--- config.mk ---
export PLATFORM = sky130hd
export DESIGN_NAME = tape_drive_sequencer
export DESIGN_NICKNAME = d
export VERILOG_FILES = /design/src/rtl/tape_seq_pkg.sv /design/src/rtl/tape_delay_timer.sv /design/src/rtl/tape_drive_sequencer.sv
export SDC_FILE = /design/constraint.sdc
export NUM_CORES = 1
export LEC_CHECK = 0
export ABC_AREA = 1
export BUFFER_PORTS_ARGS = -buffer_cell sky130_fd_sc_hd__buf_4
export CORE_ASPECT_RATIO = 0.75
export CORE_UTILIZATION = 50
export CTS_BUF_LIST = sky130_fd_sc_hd__clkbuf_4 sky130_fd_sc_hd__clkbuf_8
export DETAILED_ROUTE_END_ITERATION = 12
export PLACE_DENSITY = 0.63
export SLEW_MARGIN = 10
export SYNTH_ARGS = -nofsm -noshare
export SYNTH_HDL_FRONTEND = slang
export SYNTH_SLANG_ARGS = --single-unit
--- constraint.sdc ---
create_clock -name clk -period 2.35 [get_ports clk]
set_clock_uncertainty 0.05 [all_clocks]
set_input_delay 0.3525 -clock clk [delete_from_list [all_inputs] [get_ports clk]]
set_output_delay 0.3525 -clock clk [all_outputs]
set_load 0.01 [all_outputs]
--- src/rtl/tape_seq_pkg.sv ---
`timescale 1ns/1ps
package tape_seq_pkg;
  localparam int unsigned N_START = 7;
  localparam int unsigned N_STOP  = 6;

  function automatic int unsigned us_to_ticks(int unsigned us, int unsigned per_us);
    return us * per_us;
  endfunction

  function automatic int unsigned max3(int unsigned a, int unsigned b, int unsigned c);
    int unsigned m;
    m = (a > b) ? a : b;
    return (m > c) ? m : c;
  endfunction
endpackage

--- src/rtl/tape_delay_timer.sv ---
`timescale 1ns/1ps
module tape_delay_timer #(
  parameter int unsigned CNT_W = 8,
  parameter int unsigned TICKS = 10
) (
  input  logic clk,
  input  logic rst_n,
  input  logic cancel,
  input  logic load,
  output logic busy,
  output logic fire
);
  logic [CNT_W-1:0] cnt;

  always_ff @(posedge clk or negedge rst_n) begin
    if (!rst_n)             cnt <= '0;
    else if (cancel)        cnt <= '0;
    else if (load)          cnt <= CNT_W'(TICKS);
    else if (cnt != '0)     cnt <= cnt - 1'b1;
  end

  assign busy = (cnt != '0);
  // last cycle of the count: the consumer acts on the following edge
  assign fire = (cnt == CNT_W'(1)) && !cancel && !load;

  a_r7_cancel_empties: assert property (@(posedge clk) disable iff (!rst_n)
    cancel |=> !busy);
  a_r9_reload_full: assert property (@(posedge clk) disable iff (!rst_n)
    (load && !cancel) |=> (cnt == CNT_W'(TICKS)));
endmodule

--- src/rtl/tape_drive_sequencer.sv ---
`timescale 1ns/1ps
module tape_drive_sequencer
  import tape_seq_pkg::*;
#(
  parameter int unsigned TICKS_PER_US = 100,
  parameter int unsigned START_US     = 2500,
  parameter int unsigned CLEAR_US     = 5500,
  parameter int unsigned BAD_US       = 20000
) (
  input  logic               clk,
  input  logic               rst_n,
  input  logic [N_START-1:0] start_cmd,
  input  logic               bad_spot,
  input  logic [N_STOP-1:0]  stop_cmd,
  input  logic               gen_clear,
  output logic               drive,
  output logic               not_reading,
  output logic               clear_busy,
  output logic               err_clr
);
  localparam int unsigned START_TICKS = us_to_ticks(START_US, TICKS_PER_US);
  localparam int unsigned CLEAR_TICKS = us_to_ticks(CLEAR_US, TICKS_PER_US);
  localparam int unsigned BAD_TICKS   = us_to_ticks(BAD_US, TICKS_PER_US);
  localparam int unsigned CNT_W       = $clog2(max3(START_TICKS, CLEAR_TICKS, BAD_TICKS) + 1);

  // named internal events
  logic start_ok, bad_ok, stop_any;
  logic fire_start, fire_bad, start_pending, bad_pending;

  assign start_ok = (|start_cmd) && !gen_clear;
  assign bad_ok   = bad_spot && !gen_clear;
  assign stop_any = |stop_cmd;

  tape_delay_timer #(.CNT_W(CNT_W), .TICKS(START_TICKS)) u_start_dly (
    .clk(clk), .rst_n(rst_n), .cancel(gen_clear), .load(start_ok),
    .busy(start_pending), .fire(fire_start));

  tape_delay_timer #(.CNT_W(CNT_W), .TICKS(CLEAR_TICKS)) u_clear_win (
    .clk(clk), .rst_n(rst_n), .cancel(gen_clear), .load(start_ok),
    .busy(clear_busy), .fire());

  tape_delay_timer #(.CNT_W(CNT_W), .TICKS(BAD_TICKS)) u_bad_dly (
    .clk(clk), .rst_n(rst_n), .cancel(gen_clear), .load(bad_ok),
    .busy(bad_pending), .fire(fire_bad));

  always_ff @(posedge clk or negedge rst_n) begin
    if (!rst_n)                       drive <= 1'b0;
    else if (gen_clear || stop_any)   drive <= 1'b0;
    else if (fire_start || fire_bad)  drive <= 1'b1;
  end

  always_ff @(posedge clk or negedge rst_n) begin
    if (!rst_n) err_clr <= 1'b0;
    else        err_clr <= start_ok;
  end

  assign not_reading = !drive;

  a_r3_rise_needs_expiry: assert property (@(posedge clk) disable iff (!rst_n)
    $rose(drive) |-> $past(fire_start || fire_bad));
  a_r4_err_pulse_cause: assert property (@(posedge clk) disable iff (!rst_n)
    err_clr |-> $past((|start_cmd) && !gen_clear));
  a_r5_clear_only_normal: assert property (@(posedge clk) disable iff (!rst_n)
    $rose(clear_busy) |-> $past(|start_cmd));
  a_r6_stop_drops: assert property (@(posedge clk) disable iff (!rst_n)
    stop_any |=> !drive);
  a_r7_gclear_drops: assert property (@(posedge clk) disable iff (!rst_n)
    gen_clear |=> (!drive && !clear_busy && !start_pending && !bad_pending));
  a_r8_stop_beats_fire: assert property (@(posedge clk) disable iff (!rst_n)
    (stop_any && (fire_start || fire_bad)) |=> !drive);
  a_r10_read_block: assert property (@(posedge clk) disable iff (!rst_n)
    not_reading != drive);
endmodule

### Word-level counts from Yosys, hierarchy flattened

Index checks and enable logic that the tools add are counted.

| storage, ports and cells | value |
|---|---|
| input bits | 17 |
| output and inout port bits | 4 |
| register bits | 65 |

| cells by class | value |
|---|---|
| eq/ne operators | 2 |
| muxes and demuxes | 11 |
| reductions and logical operators | 21 |
| add/sub/neg operators | 3 |

Operator list:

| cell | number |
|---|---|
| 21-bit two-way mux | 9 |
| 21-bit nonzero test | 3 |
| 21-bit by 1-bit subtractor with 21-bit output, second input constant | 3 |
| 21-bit by 1-bit equality test with 1-bit output, second input constant | 2 |
| 3-bit nonzero test | 3 |
| 7-bit OR reduction | 1 |
| 1-bit logical AND | 6 |
| 6-bit OR reduction | 1 |
| 1-bit zero test | 4 |
| 1-bit logical OR | 2 |
| 1-bit two-way mux | 2 |
| 2-bit nonzero test | 1 |

### Logic depth before layout (Yosys ltp)

Gate-level depths: netlist of run 1.

| depth | value |
|---|---|
| word-level depth | 7 |
| depth in mapped cells | 11 |
| depth with buffers taken out | 11 |

### By module

From an unflattened synthesis of run 1, not the netlist that was laid out.

| second synthesis, totals | value |
|---|---|
| cells, all modules | 607 |
| area, all modules | 4520.6 um^2 |

By module, submodules not included:

| module | area each (um^2) | instances | cells each |
|---|---|---|---|
| tape_delay_timer (u_bad_dly) | 1506.4 | 1 | 213 |
| tape_delay_timer (u_clear_win) | 1467.7 | 1 | 183 |
| tape_delay_timer (u_start_dly) | 1405.1 | 1 | 186 |
| tape_drive_sequencer | 141.4 | 1 | 25 |

### Least setup slack after synthesis of run 1

No wires, ideal clock.

| path | value |
|---|---|
| path type | flip-flop to flip-flop |
| start point | reg u_start_dly.cnt[0] |
| end point | reg u_start_dly.cnt[12] |
| path slack | 791 ps |
| data required time | 2172 ps |
| cell stages (with the launch flop) | 10 |
| arrival time | 1381 ps |
| buffers on the path | 0 |
| library setup time | 128 ps |
| cells stage by stage | dfrtp_1 -> inv_1 -> ha_1 -> nand2_2 -> nor2_2 -> nand2_1 -> o21ai_0 -> nand2_1 -> nor2_1 -> nor2_1 |

| between the ends | value |
|---|---|
| cells in the longest elaborated chain, start to end | 4 |
| elaborated cells on any way between the ends | 6 |
| classes of those cells | 1 x add/sub; 3 x mux; 2 x reduce/logical |

RTL lines:

| what | RTL line | RTL |
|---|---|---|
| start, declared | tape_delay_timer.sv:13 | `logic [CNT_W-1:0] cnt;` |
| start signal, assigned | tape_delay_timer.sv:18 | `else if (load) cnt <= CNT_W'(TICKS);` |
| start signal, assigned | tape_delay_timer.sv:19 | `else if (cnt != '0) cnt <= cnt - 1'b1;` |
| 21-bit by 1-bit subtractor with 21-bit output | tape_delay_timer.sv:19 |  |
| 21-bit two-way mux | tape_delay_timer.sv:19 |  |
| 21-bit two-way mux | tape_delay_timer.sv:18 |  |
| 21-bit two-way mux | tape_delay_timer.sv:17 | `else if (cancel) cnt <= '0;` |

Several ways; a longest one is shown, not always the timed one. The select of a mux whose other input is x is not followed.
A chain may end at the register's enable or synchronous reset.

### Worst setup path after layout of run 1

| path | value |
|---|---|
| start point | reg u_clear_win.cnt[0] |
| end point | out clear_busy |

| between the ends | value |
|---|---|
| cells in the longest elaborated chain, start to end | 1 |

RTL lines:

| what | RTL line | RTL |
|---|---|---|
| start, declared | tape_delay_timer.sv:13 |  |
| start signal, assigned | tape_delay_timer.sv:18 |  |
| start signal, assigned | tape_delay_timer.sv:19 |  |
| 21-bit nonzero test | tape_delay_timer.sv:22 | `assign busy = (cnt != '0);` |
| end, declared | tape_drive_sequencer.sv:18 | `output logic clear_busy,` |

Every way passes these cells.

==> flow_summary.toml, run 1 <==
[layout]
fin_area_mm2 = 0.00470
fin_nets = 667
fill_cells = 755
final_util_pct = 58.1
layoutNonFillerInstCount = 751
diodes = 0
layout-drive-gt1-share_pct = 13.8
area_delta_synth_final_pct = 10.0

[clocking]
htree_levels = 3
clockRootBuffer = "clkbuf_8"
cts_tree = "yes"
cts.path.max_buffers = 2
cts_post_setup_buffers_inserted = 0
ctsHoldBuffers = 0
cts_sinks = 65
cts_buffers = 9
clk_latency_ns = 0.36
clk_pin_slew_ns = 0.07

[logic_synthesis]
ys_ff_latch = 65
yosysWarnings = 0
yosysSeqAreaShare_pct = 38.1
netlist-cell-type-count = 35
synthTopCellsByCount = "nor2_1 (141), nand2_1 (131), inv_1 (70), dfrtp_1 (65), nand3_1 (48)"
syn-instance-count = 617
synthArstFlopShare_pct = 100
syn_area_per_cell_um2 = 6.93
synth_top_area_share_pct = 38.1
synth_edf_count = 0
postSynthNetCount = 642
synth_area_mm2 = 0.00427
synth.most_common_cell = "nor2_1"
synth_top_flop_cell = "dfrtp_1"
synth_area_leader_cell = "dfrtp_1"
synthTopCellsByArea = "dfrtp_1 (38%), nor2_1 (12%), nand2_1 (12%)"

[grt]
grt_max_degree = 66
grt-ovfl-total = 0
grt_pass1_vias = 3824
grt_first_pass_wirelength_mm = 18.2
antenna_found_initial = 0
grt_use_total_pct = 27.0

[route]
drtPass1Iterations = 5
vias = 3972
viasPerCell = 5.29
drc_errors = 0
drt-total-wl_mm = 10.5
drtAntennaViolNets = 0
drtIter0Drc = 304
wl_per_cell_um = 14.0

[status]
outcome = "finished, final reports clean"

[timing]
period_share_pct = 91.6
fin_tns_setup_ns = 0
maxSlewHeadroom_pct = 44.0
rsz0062_at_grt = "no"
holdWs_ns = 0.0402
fmax_mhz = 465
worst_pin_slew_ns = 0.840
postLayoutSetupSlackWorst_ns = 0.198
drv_slew = 0
setup_viol = 0
hold_viol_final = 0
min_period_ns = 2.15

[power_and_ir_drop]
power.density_mw_per_mm2 = 616
clockPowerShare_pct = 33.6
p_switching_uw = 948
p_total_mw = 2.90
p_int_mw = 1.95
swShare_pct = 32.7
p_seq_share_pct = 42.7
peakVddDrop_mv = 0.391
p_comb_share_pct = 23.6
leakage_nw = 2.39

[critical_path]
r2r-start = "u_clear_win.cnt[0]$_DFFE_PN0P_"
required_ns = 1.95
cp-start-kind = "flop"
arrival_ns = 1.75
crit_type = "flop to output pin"
crit_fanout = 14
r2r_cells = 11
r2r_setup_slack_ns = 0.52
rr_endpoint = "u_clear_win.cnt[19]$_DFFE_PN0P_"
end_kind = "output pin"

[floorplanning]
row_count = 28
coreArea_mm2 = 0.00809
start_util_pct = 52.8
num_io_pins = 21
die_w_um = 109
dieHeight_um = 82.1
dieArea_mm2 = 0.00893

[flow_run]
maxCapViolCount = 0

[placed_design]
dp_hpwl_mm = 7.83
placed_cells = 736
place_area_mm2 = 0.00450
gp_congestion = 0.863
place_ws_ns = 0.493
port_buffers = 20

[min_path]
hp-class = "input port to asynchronous set/reset pin"
==> state kept, by name, indices dropped and copies added, names as in the netlist <==
| register | count |
|---|---|
| u_bad_dly.cnt | 21 |
| drive | 1 |
| err_clr | 1 |
| u_start_dly.cnt | 21 |
| u_clear_win.cnt | 21 |
==> layer usage <==
metal	up-vias	track usage (%)	routed length [um]
met3	12	5.32	556
met2	93	40.4	4410
met4	0	8.24	125
met1	1851	39.0	5450
met5	-	0	0
li1	2016	-	-
==> power by group through the flow <==
stage / combinational (mW) / clock, mW / sequential [mW]
2_1_floorplan: 0.514 / 0 / 1.24
3_3_place_gp: 0.666 / 0 / 1.26
3_5_place_dp: 0.675 / 0 / 1.26
4_1_cts: 0.679 / 0.999 / 1.24
5_1_grt: 0.784 / 1.04 / 1.24
6_report: 0.685 / 0.974 / 1.24
==> how the worst max path moves through the flow <==
stage / from / to / slack (ns) / cells after the start
global placement: start_cmd[0] / drive$_DFFE_PN0P_ / 0.50 / 8
finish: u_clear_win.cnt[0]$_DFFE_PN0P_ / clear_busy / 0.20 / 8
CTS: u_clear_win.cnt[0]$_DFFE_PN0P_ / clear_busy / 0.12 / 8
floorplan: u_start_dly.cnt[0]$_DFFE_PN0P_ / u_start_dly.cnt[12]$_DFFE_PN0P_ / 0.79 / 9
detailed placement: u_clear_win.cnt[0]$_DFFE_PN0P_ / u_clear_win.cnt[19]$_DFFE_PN0P_ / 0.49 / 11
global route: u_clear_win.cnt[0]$_DFFE_PN0P_ / clear_busy / 0.05 / 8
==> critical path, cell delays in order (launching register included) <==
cell and delay [ns]:
dfrtp_1 0.41, inv_1 0.11, ha_1 0.15, inv_1 0.06, nor2_1 0.09, nand3_1 0.09, nor2_2 0.16, nand2_4 0.15
buf_4 0.18
==> cell usage in the layout, fill, tap and decap left out, types with 2 or more instances in the layout <==
master,n
nand2_4,2
xnor2_1,2
buf_4,22
nand3_1,48
ha_1,8
nand2_1,131
inv_1,70
a21oi_1,27
nand4_1,23
nand3b_1,4
nor2_2,20
nand2_2,7
or2_2,2
nor3_1,12
nor2_1,141
o21ai_0,18
dfrtp_1,65
clkinv_2,2
inv_2,6
clkbuf_8,11
xor2_1,4
o21ai_2,2
nor2_4,6
==> logic make-up after synthesis <==
group,count (synthesis),synth area share [%]
xor+xnor,6,1.23
buf+inv,84,8.37
simple gates,404,43.6
compound gates,50,6.44
fa+ha+maj,8,2.34
flops,65,38.1
==> layout make-up <==
class	count	area, um2	area share, %
flip-flops and latches	65	1630	34.6
clock inverters	3	40.0	0.852
repair buffers	22	165	3.51
clock buffers	12	159	3.38
inverters	76	285	6.07
well taps	105	131	2.79
multi-input cells	468	2290	48.8
==> what timing repair did <==
item | 4_1_cts | 5_1_grt
setup endpoints to repair | 0 | 1
resized for setup | 0 | 1
hold endpoints to repair | 0 | 0
(Power assumes the default switching activity.)
==> run 2: changes to the inputs <==
Settings changed: RECOVER_POWER set to 25.
==> flow_summary.toml, run 2 (same netlist as run 1, synthesis figures left out) <==
[status]
outcome = "finished with violations"
violations = "capacitance limit, slew limit"

[placed_design]
port_buffers = 20
gp_congestion = 0.863
placed_cells = 736
dp_hpwl_mm = 7.83

[route]
drt-total-wl_mm = 10.6
drtPass1Iterations = 5
viasPerCell = 5.28
drc_errors = 0
drtAntennaViolNets = 0
wl_per_cell_um = 14.1
vias = 3968
drtIter0Drc = 304

[flow_run]
maxCapViolCount = 1

[timing]
fin_tns_setup_ns = 0
holdWs_ns = 0.180
period_share_pct = 91.6
maxSlewHeadroom_pct = -10.1
setup_viol = 0
hold_viol_final = 0
drv_slew = 66
fmax_mhz = 465
worst_pin_slew_ns = 1.65
rsz0062_at_grt = "no"
min_period_ns = 2.15

[power_and_ir_drop]
p_switching_uw = 949
p_comb_share_pct = 23.6
clockPowerShare_pct = 33.6
leakage_nw = 2.39
swShare_pct = 32.7
peakVddDrop_mv = 0.391
p_int_mw = 1.95
p_seq_share_pct = 42.7
power.density_mw_per_mm2 = 616

[clocking]
cts_post_setup_buffers_inserted = 0
cts_tree = "yes"
clk_pin_slew_ns = 0.07
cts_sinks = 65
clk_latency_ns = 0.36
cts_buffers = 9
htree_levels = 3
cts.path.max_buffers = 2
clockRootBuffer = "clkbuf_8"

[layout]
layout-drive-gt1-share_pct = 13.8
final_util_pct = 58.1
fill_cells = 756
area_delta_synth_final_pct = 9.95
diodes = 0
fin_nets = 667
layoutNonFillerInstCount = 751
final_common_cell = "nor2_1"
reg.largest.list = "u_bad_dly.cnt (21), u_clear_win.cnt (21), u_start_dly.cnt (21)"
regArea_mm2 = 0.00163
multiInputGateArea_mm2 = 0.00229
layout_common_cells = "nor2_1 (141), nand2_1 (131), inv_1 (70)"

[floorplanning]
dieArea_mm2 = 0.00893
die_w_um = 109
num_io_pins = 21
dieHeight_um = 82.1
start_util_pct = 52.8
row_count = 28
coreArea_mm2 = 0.00809

[critical_path]
arrival_ns = 1.75
crit_buf_inv = 3
cpMostUsedCell = "inv_1"
required_ns = 1.95
crit_fanout = 14
crit_slowest_cell = "dfrtp_1"
crit_type = "flop to output pin"
path_cells = "inv_1, ha_1, inv_1, nor2_1, nand3_1, nor2_2, nand2_4, buf_4"
path_delay_family = "simple AND/OR/NAND/NOR gates"
slowest_delay_ns = 0.41
cp-start-kind = "flop"
end_kind = "output pin"

[grt]
grt_pass1_vias = 3824
grt_max_degree = 66
grt_use_total_pct = 27.0
grt-ovfl-total = 0
antenna_found_initial = 0
grt_first_pass_wirelength_mm = 18.2

[min_path]
hp-class = "input port to flop"
[run 2: cell count changes in the layout (fill, tap and decap cells not counted)]
cell	change
clkbuf_2	+1
buf_4	-1
[run 2: power by group through the flow]
stage          combinational (mW)  sequential (mW)  clock [mW]
2_1_floorplan               0.514             1.24           0
3_3_place_gp                0.666             1.26           0
3_5_place_dp                0.675             1.26           0
4_1_cts                     0.679             1.24       0.999
5_1_grt                     0.783             1.24        1.04
6_report                    0.685             1.24       0.975
[run 2: routing by layer]
layer  GRT usage [%]  part of all wire [%]  up-vias
met5               0                     0        -
met4            8.24                   1.2        0
met3            5.32                   5.3       12
met2            40.4                    42      100
met1            39.0                    52     1842
li1                -                     -     2014
[run 2: area by class of cell]
cell class                 instances  area share (%)
clock buffer                      12            3.38
sequential                        65            34.6
timing repair buffer              22            3.46
multi-input combinational        468            48.8
clock inverter                     3           0.852
tap                              105            2.80
inverter                          76            6.07
[run 2: path summary, 6_finish.rpt]
kind                                           startpoint                               to  slack, ns  depth (start not counted)
min in group asynchronous                           rst_n    u_bad_dly.cnt[19]$_DFFE_PN0P_       0.36                          1
setup / recovery           u_clear_win.cnt[0]$_DFFE_PN0P_                       clear_busy       0.20                          8
hold reg to reg            u_clear_win.cnt[1]$_DFFE_PN0P_   u_clear_win.cnt[1]$_DFFE_PN0P_       0.47                          2
setup reg to reg           u_clear_win.cnt[0]$_DFFE_PN0P_  u_clear_win.cnt[19]$_DFFE_PN0P_       0.52                         11
max in group asynchronous                           rst_n   u_start_dly.cnt[1]$_DFFE_PN0P_       0.89                          1
hold / removal                                stop_cmd[3]                drive$_DFFE_PN0P_       0.18                          4
[run 2: stage by stage]
| stage | cell area [um2] | power [mW] | setup WS [ns] |
|---|---|---|---|
| after CTS | 4700 | 2.91 | 0.123 |
| after global placement | 4500 | 1.92 | 0.501 |
| after global routing | 4700 | 3.07 | 0.0486 |
| final | 4700 | 2.90 | 0.197 |
| after floorplan | 4270 | 1.75 | 0.791 |
| after detailed placement | 4500 | 1.93 | 0.493 |
[run 2: what timing repair did]
action                                  CTS  global route
endpoints found under the hold margin     0             0
hold buffers                              0             0
gates resized for setup                   0             1
endpoints found under the setup margin    0             1
[run 2: worst min-delay path: stages]
cell	delay [ns]
buf_4	0.08
nor4_1	0.03
nand2_1	0.05
a21oi_1	0.04
